## src/rtl/iop_pkg.sv

```systemverilog
package iop_pkg;

    typedef enum logic [2:0] {
        ST_IDLE  = 3'd0,
        ST_READ0 = 3'd1,
        ST_READ1 = 3'd2,
        ST_EVAL  = 3'd3,
        ST_DONE  = 3'd4
    } iop_state_e;

    localparam logic [1:0] SZ_BYTE  = 2'b00;
    localparam logic [1:0] SZ_WORD  = 2'b01;
    localparam logic [1:0] SZ_DWORD = 2'b10;

endpackage

```

## src/rtl/iop_mask_gen.sv

```systemverilog
module iop_mask_gen
    import iop_pkg::*;
#(
    parameter int MASK_W = 16
) (
    input  logic [2:0]        bit_pos,
    input  logic [1:0]        size_code,
    output logic [MASK_W-1:0] mask
);
    logic [3:0] run_bits;

    always_comb begin
        unique case (size_code)
            SZ_BYTE: run_bits = 4'b0001;
            SZ_WORD: run_bits = 4'b0011;
            default: run_bits = 4'b1111;
        endcase
        mask = {{(MASK_W-4){1'b0}}, run_bits} << bit_pos;
    end

endmodule

```

## src/rtl/iop_bound_chk.sv

```systemverilog
module iop_bound_chk #(
    parameter int OFF_W    = 32,
    parameter int IDX_W    = 13,
    parameter int MIN_BASE = 104
) (
    input  logic [OFF_W-1:0] base,
    input  logic [IDX_W-1:0] byte_idx,
    input  logic [OFF_W-1:0] limit,
    output logic             out_of_range
);
    localparam int SUM_W = OFF_W + 1;

    logic [SUM_W-1:0] last_byte;

    always_comb begin
        last_byte    = {1'b0, base} + SUM_W'(byte_idx) + SUM_W'(1);
        out_of_range = (base < OFF_W'(MIN_BASE)) || (last_byte > {1'b0, limit});
    end

endmodule

```

## src/rtl/io_perm_check.sv

```systemverilog
module io_perm_check
    import iop_pkg::*;
#(
    parameter int PORT_W   = 16,
    parameter int OFF_W    = 32,
    parameter int MIN_BASE = 104
) (
    input  logic              clk,
    input  logic              rst_n,
    input  logic              start,
    input  logic              prot_mode,
    input  logic [1:0]        cpl,
    input  logic [1:0]        iopl,
    input  logic [PORT_W-1:0] port_addr,
    input  logic [1:0]        acc_size,
    input  logic [OFF_W-1:0]  bmp_base,
    input  logic [OFF_W-1:0]  seg_limit,
    output logic              mem_req,
    output logic [OFF_W-1:0]  mem_addr,
    input  logic [7:0]        mem_rdata,
    output logic              done,
    output logic              allow,
    output logic              fault
);
    localparam int IDX_W  = PORT_W - 3;
    localparam int MASK_W = 16;

    typedef struct packed {
        iop_state_e        state;
        logic [OFF_W-1:0]  addr;
        logic [MASK_W-1:0] mask;
        logic [7:0]        lo_byte;
        logic              allow;
        logic              fault;
    } regs_t;

    regs_t r_q, r_d;

    logic [IDX_W-1:0]  byte_idx;
    logic [MASK_W-1:0] new_mask;
    logic              oob;
    logic              priv_ok;

    assign byte_idx = port_addr[PORT_W-1:3];
    assign priv_ok  = !prot_mode || (cpl <= iopl);

    iop_mask_gen #(.MASK_W(MASK_W)) u_mask (
        .bit_pos   (port_addr[2:0]),
        .size_code (acc_size),
        .mask      (new_mask)
    );

    iop_bound_chk #(.OFF_W(OFF_W), .IDX_W(IDX_W), .MIN_BASE(MIN_BASE)) u_bound (
        .base         (bmp_base),
        .byte_idx     (byte_idx),
        .limit        (seg_limit),
        .out_of_range (oob)
    );

    always_comb begin
        r_d = r_q;
        unique case (r_q.state)
            ST_IDLE: begin
                if (start) begin
                    r_d.addr = bmp_base + OFF_W'(byte_idx);
                    r_d.mask = new_mask;
                    if (priv_ok) begin
                        r_d.state = ST_DONE;
                        r_d.allow = 1'b1;
                    end else if (oob) begin
                        r_d.state = ST_DONE;
                        r_d.fault = 1'b1;
                    end else begin
                        r_d.state = ST_READ0;
                    end
                end
            end
            ST_READ0: r_d.state = ST_READ1;
            ST_READ1: begin
                r_d.lo_byte = mem_rdata;
                r_d.state   = ST_EVAL;
            end
            ST_EVAL: begin
                r_d.state = ST_DONE;
                if (({mem_rdata, r_q.lo_byte} & r_q.mask) != '0) r_d.fault = 1'b1;
                else                                           r_d.allow = 1'b1;
            end
            ST_DONE: begin
                r_d.state = ST_IDLE;
                r_d.allow = 1'b0;
                r_d.fault = 1'b0;
            end
            default: r_d.state = ST_IDLE;
        endcase
    end

    always_ff @(posedge clk or negedge rst_n) begin
        if (!rst_n) begin
            r_q <= '{state: ST_IDLE, addr: '0, mask: '0, lo_byte: '0,
                     allow: 1'b0, fault: 1'b0};
        end else begin
            r_q <= r_d;
        end
    end

    assign mem_req  = (r_q.state == ST_READ0) || (r_q.state == ST_READ1);
    assign mem_addr = (r_q.state == ST_READ1) ? r_q.addr + OFF_W'(1) : r_q.addr;
    assign done     = (r_q.state == ST_DONE);
    assign allow    = r_q.allow;
    assign fault    = r_q.fault;

    assert_fast_grant_R1: assert property (@(posedge clk) disable iff (!rst_n)
        (r_q.state == ST_IDLE && start && priv_ok) |=> (done && allow && !mem_req));

    assert_pair_addr_R3: assert property (@(posedge clk) disable iff (!rst_n)
        (mem_req && $past(mem_req)) |-> (mem_addr == $past(mem_addr) + OFF_W'(1)));

    assert_early_fault_R6: assert property (@(posedge clk) disable iff (!rst_n)
        (r_q.state == ST_IDLE && start && !priv_ok && oob) |=> (done && fault && !mem_req));

    assert_one_verdict_R8: assert property (@(posedge clk) disable iff (!rst_n)
        done |-> (allow ^ fault));

    assert_quiet_idle_R8: assert property (@(posedge clk) disable iff (!rst_n)
        !done |-> (!allow && !fault));

    assert_pulse_R8: assert property (@(posedge clk) disable iff (!rst_n)
        done |=> !done);

    assert_no_req_done_R3: assert property (@(posedge clk) disable iff (!rst_n)
        done |-> !mem_req);

endmodule

```

## config.mk

```make
export PLATFORM = sky130hd
export DESIGN_NAME = io_perm_check
export DESIGN_NICKNAME = d
export VERILOG_FILES = /design/src/rtl/iop_pkg.sv /design/src/rtl/iop_mask_gen.sv /design/src/rtl/iop_bound_chk.sv /design/src/rtl/io_perm_check.sv
export SDC_FILE = /design/constraint.sdc
export NUM_CORES = 1
export LEC_CHECK = 0
export ABC_AREA = 1
export BUFFER_PORTS_ARGS = -buffer_cell sky130_fd_sc_hd__buf_4
export CORE_MARGIN = 10
export CORE_UTILIZATION = 30
export CTS_CLUSTER_SIZE = 25
export DETAILED_ROUTE_END_ITERATION = 10
export PLACE_DENSITY = 0.48
export SETUP_SLACK_MARGIN = 0.5
export SLEW_MARGIN = 5
export SYNTH_ARGS = -nofsm -noshare
export SYNTH_HDL_FRONTEND = slang
export SYNTH_SLANG_ARGS = --single-unit
export TNS_END_PERCENT = 5
```

## constraint.sdc

```tcl
create_clock -name clk -period 2.5 [get_ports clk]
set_input_delay 0.75 -clock clk [delete_from_list [all_inputs] [get_ports clk]]
set_output_delay 0.75 -clock clk [all_outputs]
set_load 0.1 [all_outputs]
```

==> results_dict.tcl, run 1 <==
set metrics [dict create \
    drv_slew 0 \
    fill_cells 1928 \
    cts_buffer_depth 2 \
    slowest_delay_ns 0.33 \
    core-area_um2 19500 \
    ys_types 44 \
    crit_fanout 4 \
    numClockSinks 56 \
    track_usage_pct 16.7 \
    rsz0062_at_grt "true" \
    crit_chain "buf_6, ha_4, nand2_2, inv_1, a21oi_4, inv_2, nand2_1, nand2_1, inv_1, o22ai_2, a21oi_1, xor2_1, ha_1, nand4_1, nor4_1, nand3_1, nand2_4, nand2_2, nand2_2, nand2_1, nand2_1, nand2_1" \
    critical_path_required_ns 2.69 \
    netlist_instances 893 \
    start_kind "input pin" \
    synth_common_cells "nand2_1 (222), inv_1 (146), nor2_1 (74), o21ai_0 (65), xor2_1 (62)" \
    placedCellCount 1514 \
    final_util_pct 56.6 \
    synth_edf_count 0 \
    crit_type "in2reg" \
    wl_per_cell_um 14.6 \
    setup_viol 30 \
    dp_slack_ns -1.59 \
    status "complete, but fails checks" \
    netlist_area_um2 5960 \
    wl_um 22400 \
    syn_to_final_growth_pct 85.5 \
    synth_top_cell_area_share_pct 23.5 \
    yosysWarnings 0 \
    min_path_type "reg2reg" \
    drc 0 \
    crit_path_end_kind "flop" \
    cts_tree "built" \
    die_h_um 161 \
    cp_top_family "simple AND/OR/NAND/NOR gates" \
    async_reset_ff_share_pct 100 \
    antennaDiodeCount 0 \
    dieArea_um2 25900 \
    ir_drop_mv 0.442 \
    stdcell_area_um2 11100 \
    antenna_left 0 \
    fin_cells 1533 \
    powerDensity_nw_per_um2 862 \
    power_mw 9.53 \
    clkTransAtPathRegs_ns 0.08 \
    clock-root-buffer "clkbuf_16" \
    num_vias 6753 \
    synth_nets 1042 \
    tightest_slew_ns 0.735 \
    numCtsBuffers 5 \
    fin_ws_ns -0.960 \
    grt_pass1_wl_um 35300 \
    dr.pass1.iters 5 \
    worst-endpoint-arrival_ns 3.65 \
    register_area_um2 1400 \
    fmax_mhz 289 \
    via_per_inst 4.41 \
    p_leak_nw 5.44 \
    period_minus_slack_ns 3.46 \
    slew_headroom_pct 51.0 \
    multi_input_area_um2 5320 \
    grt_pass1_vias 7086 \
    ys_top_cells_by_area "dfrtp_1 (24%), nand2_1 (14%), ha_1 (10%)" \
    drive_gt1_share_pct 47.4 \
    worstSkewPairLatency_ns 0.30 \
    cp_slowest_cell "ha_1" \
    die_x_um 161 \
    gp_congestion 0.861 \
    overflow 0 \
    portBuffers 133 \
    initial_utilization_pct 30.5 \
    fin_worst_skew_ns 0.00983 \
    grt_start_max_net_pins 57 \
    synth_flop_cell "dfrtp_1" \
    dp_hpwl_um 19100 \
    cp_common_cell "nand2_1" \
    fin_crit_sh_pct 138 \
    drt-initial-drc-count 259 \
    ctsHoldBuffers 0 \
    crit_buf_inv 4 \
    postPlaceCellArea_um2 9420 \
    pin_count 134 \
    hold_violations 0 \
    yosys_register_bits 56 \
    ys_seq_area_share_pct 23.5 \
    htreeDepth 2 \
    maxCapViolCount 0 \
    netlist.top_cell.by_area "dfrtp_1" \
    antenna_found_initial 0 \
    violations "setup timing" \
    yosysMostFrequentCell "nand2_1" \
    final_nets 1416 \
    syn_area_per_cell_um2 6.67 \
    rows 51 \
]
[metal layers]
metal	part of all wire [%]	GRT usage (%)
met5	0	0
met3	4.1	2.76
met4	0.89	2.77
met1	46	21.4
met2	49	29.2
[flip-flops by register name, indices dropped and copies added (netlist names)]
register and flops:
allow 1, fault 1, r_q 54
[through the flow]
stage          TNS, ns  hold slack, ns
6_report        -15.78           0.481
5_1_grt         -19.93           0.508
4_1_cts         -16.52           0.482
3_5_place_dp    -19.04           0.462
3_3_place_gp    -19.06           0.462
2_1_floorplan   -19.40           0.442
[placed cells by master (no fill, tap or decap), types with 13 or more instances in the layout]
cell / netlist / layout
dfrtp_1: 56 / 56
nor2_4: 2 / 13
buf_4: 0 / 334
o21ai_1: 5 / 21
inv_2: 1 / 15
nand2_2: 3 / 27
nor2_1: 74 / 50
buf_12: 0 / 24
buf_6: 0 / 23
nor3_1: 18 / 15
nand3_1: 29 / 26
xor2_2: 0 / 15
xor2_1: 62 / 32
nand2_1: 222 / 193
nor2_2: 2 / 15
ha_1: 49 / 34
a21oi_1: 49 / 20
xor2_4: 0 / 15
ha_4: 0 / 13
o21ai_0: 65 / 38
inv_1: 146 / 130
nand4_1: 19 / 19
a21oi_2: 0 / 18
[kinds of logic after synthesis]
group | Yosys count | share of synthesized area, %
fa+ha+maj | 51 | 11.0
simple gates | 391 | 29.0
xor+xnor | 91 | 13.4
flops | 56 | 23.5
buf+inv | 164 | 10.4
compound gates | 140 | 12.7
[layout make-up]
cell class / instances / area share [%]
clock buffer: 6 / 1.17
clock inverter: 2 / 0.125
inverter: 147 / 5.15
multi-input combinational: 673 / 48.1
sequential: 56 / 12.7
tap: 265 / 3.00
timing repair buffer: 384 / 29.8
[path summary, 6_finish.rpt]
check,endpoint,depth (start not counted),start,slack [ns]
hold / removal,r_q[5],2,r_q[5],0.48
setup reg to reg,r_q[16],12,r_q[58],0.61
max in group asynchronous,r_q[42],1,rst_n,1.50
min in group asynchronous,r_q[4],1,rst_n,0.50
hold reg to reg,r_q[5],2,r_q[5],0.48
setup / recovery,fault,22,bmp_base[3],-0.96
[power breakdown]
part           internal (mW)  total [mW]  switching (mW)
logic                   2.77        7.13            4.36
clock network          0.375       0.713           0.338
registers               1.33        1.68           0.349
[worst register-to-register path, cell delays in order, from the launching register on]
cell      delay (ns)
dfrtp_1         0.41
buf_4           0.15
nor2_1          0.21
inv_1           0.09
nor2_1          0.09
inv_1           0.08
nor2_1          0.19
inv_2           0.10
nor2_1          0.10
inv_1           0.10
nor2_1          0.14
nand2_1         0.06
o211ai_1        0.08
[timing repair]
| item | 4_1_cts | 5_1_grt |
|---|---|---|
| pin swaps | 57 | 61 |
| setup endpoints to repair | 65 | 77 |
| buffers inserted | 5 | 6 |
| gates resized for setup | 214 | 107 |
(Power assumes the default switching activity.)
==> run 2, diff against run 1 <==
--- a/config.mk
+++ b/config.mk
@@ -11,8 +11,10 @@
 export CORE_UTILIZATION = 30
 export CTS_CLUSTER_SIZE = 25
 export DETAILED_ROUTE_END_ITERATION = 10
-export PLACE_DENSITY = 0.48
+export GPL_ROUTABILITY_DRIVEN = 0
+export PLACE_DENSITY = 0.49
 export SETUP_SLACK_MARGIN = 0.5
+export SKIP_LAST_GASP = 1
 export SLEW_MARGIN = 5
 export SYNTH_ARGS = -nofsm -noshare
 export SYNTH_HDL_FRONTEND = slang
==> results_dict.tcl, run 2 (synthesis results as in run 1) <==
set metrics [dict create \
    status "complete, but fails checks" \
    violations "setup timing" \
    antenna_left 0 \
    pin_count 134 \
    p_leak_nw 5.11 \
    rrSetupSlack_ns 0.34 \
    wl_um 22000 \
    powerDensity_nw_per_um2 848 \
    tightest_slew_ns 0.709 \
    mostFrequentLayoutCells "buf_4 (371), nand2_1 (207), inv_1 (141)" \
    top_usage_layer "met2" \
    worstSkewPairLatency_ns 0.30 \
    track_usage_pct 16.5 \
    final_util_pct 51.1 \
    core-area_um2 19500 \
    numClockSinks 56 \
    cp_slowest_cell "fa_2" \
    final_nets 1405 \
    rsz0062_at_grt "true" \
    slowest_delay_ns 0.39 \
    initial_utilization_pct 30.5 \
    drv_slew 0 \
    critical_path_required_ns 2.69 \
    htreeDepth 2 \
    r2r_end "r_q[50]" \
    wl_per_cell_um 14.5 \
    antennaDiodeCount 0 \
    dieArea_um2 25900 \
    ctsHoldBuffers 0 \
    dr.pass1.iters 5 \
    reg2regPathDepth 10 \
    ir_drop_mv 0.541 \
    fin_ws_ns -0.963 \
    placedCellCount 1508 \
    worstHoldEndpoint "r_q[6]" \
    hold_depth 2 \
    slew_headroom_pct 52.7 \
    grt_pass1_vias 6745 \
    dp_hpwl_um 19100 \
    drt-initial-drc-count 397 \
    grt_start_max_net_pins 64 \
    crit_buf_inv 3 \
    rows 51 \
    num_vias 6777 \
    portBuffers 133 \
    dp_slack_ns -1.55 \
    crit_fanout 4 \
    met2_usage_pct 26.9 \
    cts_tree "built" \
    cp_common_cell "nand2_1" \
    regMostFlops "r_q" \
    drive_gt1_share_pct 39.9 \
    overflow 0 \
    period_minus_slack_ns 3.46 \
    start_kind "input pin" \
    cp_top_family "simple AND/OR/NAND/NOR gates" \
    fin_cells 1522 \
    setup_viol 34 \
    use_met1_pct 21.9 \
    cts_buffer_depth 2 \
    worst-endpoint-arrival_ns 3.65 \
    path_depth 27 \
    clkTransAtPathRegs_ns 0.07 \
    hold_start "r_q[6]" \
    fmax_mhz 289 \
    hold_violations 0 \
    crit_type "in2reg" \
    drc 0 \
    maxCapViolCount 0 \
    die_x_um 161 \
    grt_pass1_wl_um 34700 \
    syn_to_final_growth_pct 67.4 \
    fill_cells 1976 \
    fin_worst_skew_ns 0.0102 \
    crit_path_end_kind "flop" \
    fin_crit_sh_pct 139 \
    antenna_found_initial 0 \
    met3_usage_pct 2.76 \
    final_common_cell "buf_4" \
    r2r_start "r_q[58]" \
    min_path_type "reg2reg" \
    via_per_inst 4.45 \
    die_h_um 161 \
    numCtsBuffers 5 \
    clock-root-buffer "clkbuf_16" \
    largest_reg_flops 54 \
    fin_tns_setup_ns -18.11 \
]
[run 2: repair_timing]
action / CTS / global route
resized for setup: 58 / 25
pin swaps: 30 / 25
setup buffers: 4 / 2
endpoints found under the setup margin: 71 / 79
[run 2: area by class of cell]
| class | count | area [µm²] | share of cell area (%) |
|---|---|---|---|
| clock buffer | 6 | 129 | 1.29 |
| clock inverter | 2 | 13.8 | 0.138 |
| inverter | 147 | 569 | 5.71 |
| multi-input combinational | 673 | 4710 | 47.2 |
| sequential | 56 | 1400 | 14.1 |
| tap | 265 | 332 | 3.32 |
| timing repair buffer | 373 | 2820 | 28.2 |
[run 2: worst max path at each step]
stage,start,end,slack [ns]
final,bmp_base[0],fault,-0.96
after detailed placement,port_addr[9],fault,-1.55
after floorplan,bmp_base[0],fault,-0.78
after global routing,bmp_base[8],fault,-1.19
after CTS,bmp_base[0],fault,-0.95
after global placement,bmp_base[7],fault,-1.54
[run 2: per-layer routing]
layer	wire (µm)	share of wire [%]	vias to the layer above
li1	-	-	3568
met1	10300	47	3003
met2	10100	46	177
met3	1070	4.9	29
met4	450	2.0	0
met5	0	0	-
[run 2: power breakdown]
group | leakage [nW] | internal [mW] | switching (mW) | total, mW
Sequential | 0.698 | 1.33 | 0.312 | 1.64
Combinational | 4.34 | 2.01 | 4.10 | 6.11
Clock | 0.0712 | 0.375 | 0.334 | 0.709
[run 2: worst reg2reg max path: stages (launching register included)]
cell and delay, ns:
dfrtp_1 0.41, buf_4 0.15, nor2_1 0.23, inv_1 0.09
nor2_1 0.09, inv_1 0.07, nor2_1 0.17, clkinv_1 0.21
buf_4 0.35, nand2_1 0.14, o21ai_0 0.09
[run 2: stage by stage]
stage               hold WS, ns  power (mW)  area [µm²]
global route              0.505        9.03        9970
global placement          0.460        7.64        9380
CTS                       0.478        8.50        9850
finish                    0.476        8.46        9970
floorplan                 0.442        5.74        6360
detailed placement        0.460        7.68        9380
==> run 3, diff against run 2 <==
--- a/config.mk
+++ b/config.mk
@@ -12,7 +12,7 @@
 export CTS_CLUSTER_SIZE = 25
 export DETAILED_ROUTE_END_ITERATION = 10
 export GPL_ROUTABILITY_DRIVEN = 0
-export PLACE_DENSITY = 0.49
+export PLACE_DENSITY = 0.47
 export SETUP_SLACK_MARGIN = 0.5
 export SKIP_LAST_GASP = 1
 export SLEW_MARGIN = 5
==> constraint.sdc (replaced) <==
create_clock -name clk -period 4.25 [get_ports clk]
set_input_delay 1.275 -clock clk [delete_from_list [all_inputs] [get_ports clk]]
set_output_delay 1.275 -clock clk [all_outputs]
set_load 0.1 [all_outputs]
==> results_dict.tcl, run 3 (synthesis results as in run 1) <==
set metrics [dict create \
    status "finished, final reports clean" \
    initial_utilization_pct 30.5 \
    portBuffers 133 \
    final_util_pct 44.6 \
    p_leak_nw 4.40 \
    die_h_um 161 \
    grt_pass1_wl_um 33900 \
    start_kind "input pin" \
    antennaDiodeCount 0 \
    power_mw 4.63 \
    critical_path_required_ns 4.44 \
    fmax_mhz 251 \
    ir_drop_mv 0.275 \
    drive_gt1_share_pct 30.8 \
    drv_slew 0 \
    crit_buf_inv 4 \
    crit_fanout 4 \
    track_usage_pct 16.1 \
    crit_type "in2reg" \
    stdcell_area_um2 8710 \
    overflow 0 \
    cts_tree "built" \
    drc 0 \
    top_usage_layer "met2" \
    hold_violations 0 \
    cp_top_family "simple AND/OR/NAND/NOR gates" \
    htreeDepth 2 \
    clock-root-buffer "clkbuf_16" \
    cts_buffer_depth 2 \
    wl_per_cell_um 15.5 \
    via_per_inst 4.58 \
    powerDensity_nw_per_um2 531 \
    final_nets 1279 \
    grt_start_max_net_pins 57 \
    drt-initial-drc-count 456 \
    worstSkewPairLatency_ns 0.30 \
    rows 51 \
    wl_um 21700 \
    crit_path_end_kind "flop" \
    whs_ns 0.475 \
    met3_usage_pct 2.07 \
    postPlaceCellArea_um2 7980 \
    regMostFlops "r_q" \
    cp_common_cell "nand2_1" \
    min_path_type "reg2reg" \
    setup_viol 0 \
    worst-endpoint-arrival_ns 4.18 \
    rsz0062_at_grt "true" \
    dieArea_um2 25900 \
    dp_hpwl_um 18300 \
    slew_headroom_pct 42.3 \
    final_common_cell "buf_4" \
    met2_usage_pct 26.8 \
    clkTransAtPathRegs_ns 0.07 \
    grt_pass1_vias 6554 \
    dr.pass1.iters 5 \
    tightest_slew_ns 0.856 \
    use_met1_pct 21.1 \
    numCtsBuffers 5 \
    die_x_um 161 \
    antenna_left 0 \
    mostFrequentLayoutCells "buf_4 (242), nand2_1 (210), inv_1 (143)" \
    syn_to_final_growth_pct 46.1 \
    period_minus_slack_ns 3.99 \
    multi_input_area_um2 4370 \
    numClockSinks 56 \
    num_vias 6388 \
    core-area_um2 19500 \
    maxCapViolCount 0 \
    register_area_um2 1400 \
    pin_count 134 \
    dp_slack_ns -0.375 \
    slowest_delay_ns 0.39 \
    cp_slowest_cell "fa_2" \
    fill_cells 2098 \
    fin_worst_skew_ns 0.00560 \
    fin_ws_ns 0.258 \
    antenna_found_initial 0 \
    largest_reg_flops 54 \
    fin_crit_sh_pct 93.9 \
]
==> run 3: changes by cell type in the layout (fill, tap and decap cells not counted), sizes merged <==
cell    before  now
bufinv       0    1
buf        373  247
inv        147  146
==> run 3: what timing repair did <==
| action | 4_1_cts | 5_1_grt |
|---|---|---|
| gates resized for setup | 65 | 32 |
| hold buffers | 0 | 0 |
| pin swaps | 23 | 18 |
| buffers inserted | 14 | 3 |
| endpoints found under the setup margin | 23 | 25 |
==> run 3: worst register-to-register path: cells and delay by family, from the launching register on <==
kind            cells  cell delay (ns)
buf+inv             5             0.95
compound gates      1             0.07
flops               1             0.43
simple gates        4             0.56
==> run 3: layout make-up <==
class                      count  area share, %
clock buffer                   6           1.60
clock inverter                 2          0.446
inverter                     147           6.34
multi-input combinational    673           50.2
sequential                    56           16.1
tap                          265           3.81
timing repair buffer         247           21.5
==> run 3: power by group <==
group | internal (mW) | switching, mW | total [mW]
clock | 0.296 | 0.198 | 0.494
sequential | 0.783 | 0.250 | 1.03
combinational | 0.869 | 2.23 | 3.10
total | 1.95 | 2.68 | 4.63
==> run 3: worst paths after layout <==
path,to,slack [ns],cells past startpoint,start
worst max-delay path,fault,0.26,28,port_addr[3]
worst min-delay path,r_q[6],0.48,2,r_q[6]
worst max register to register,r_q[41],2.12,10,r_q[58]
worst min register to register,r_q[6],0.48,2,r_q[6]
max in group asynchronous,r_q[45],2.74,1,rst_n
min in group asynchronous,r_q[4],1.02,1,rst_n
==> run 3: per-layer routing <==
metal  share of wire (%)  vias up
li1                    -     3343
met1                  47     2845
met2                  46      170
met3                 4.1       30
met4                 3.0        0
met5                   0        -
==> run 3: metrics by stage <==
stage | setup TNS, ns | std cells
floorplan | -0.154 | 893
global placement | -0.970 | 1371
detailed placement | -1.01 | 1371
CTS | 0 | 1393
global route | -0.0195 | 1396
finish | 0 | 1396
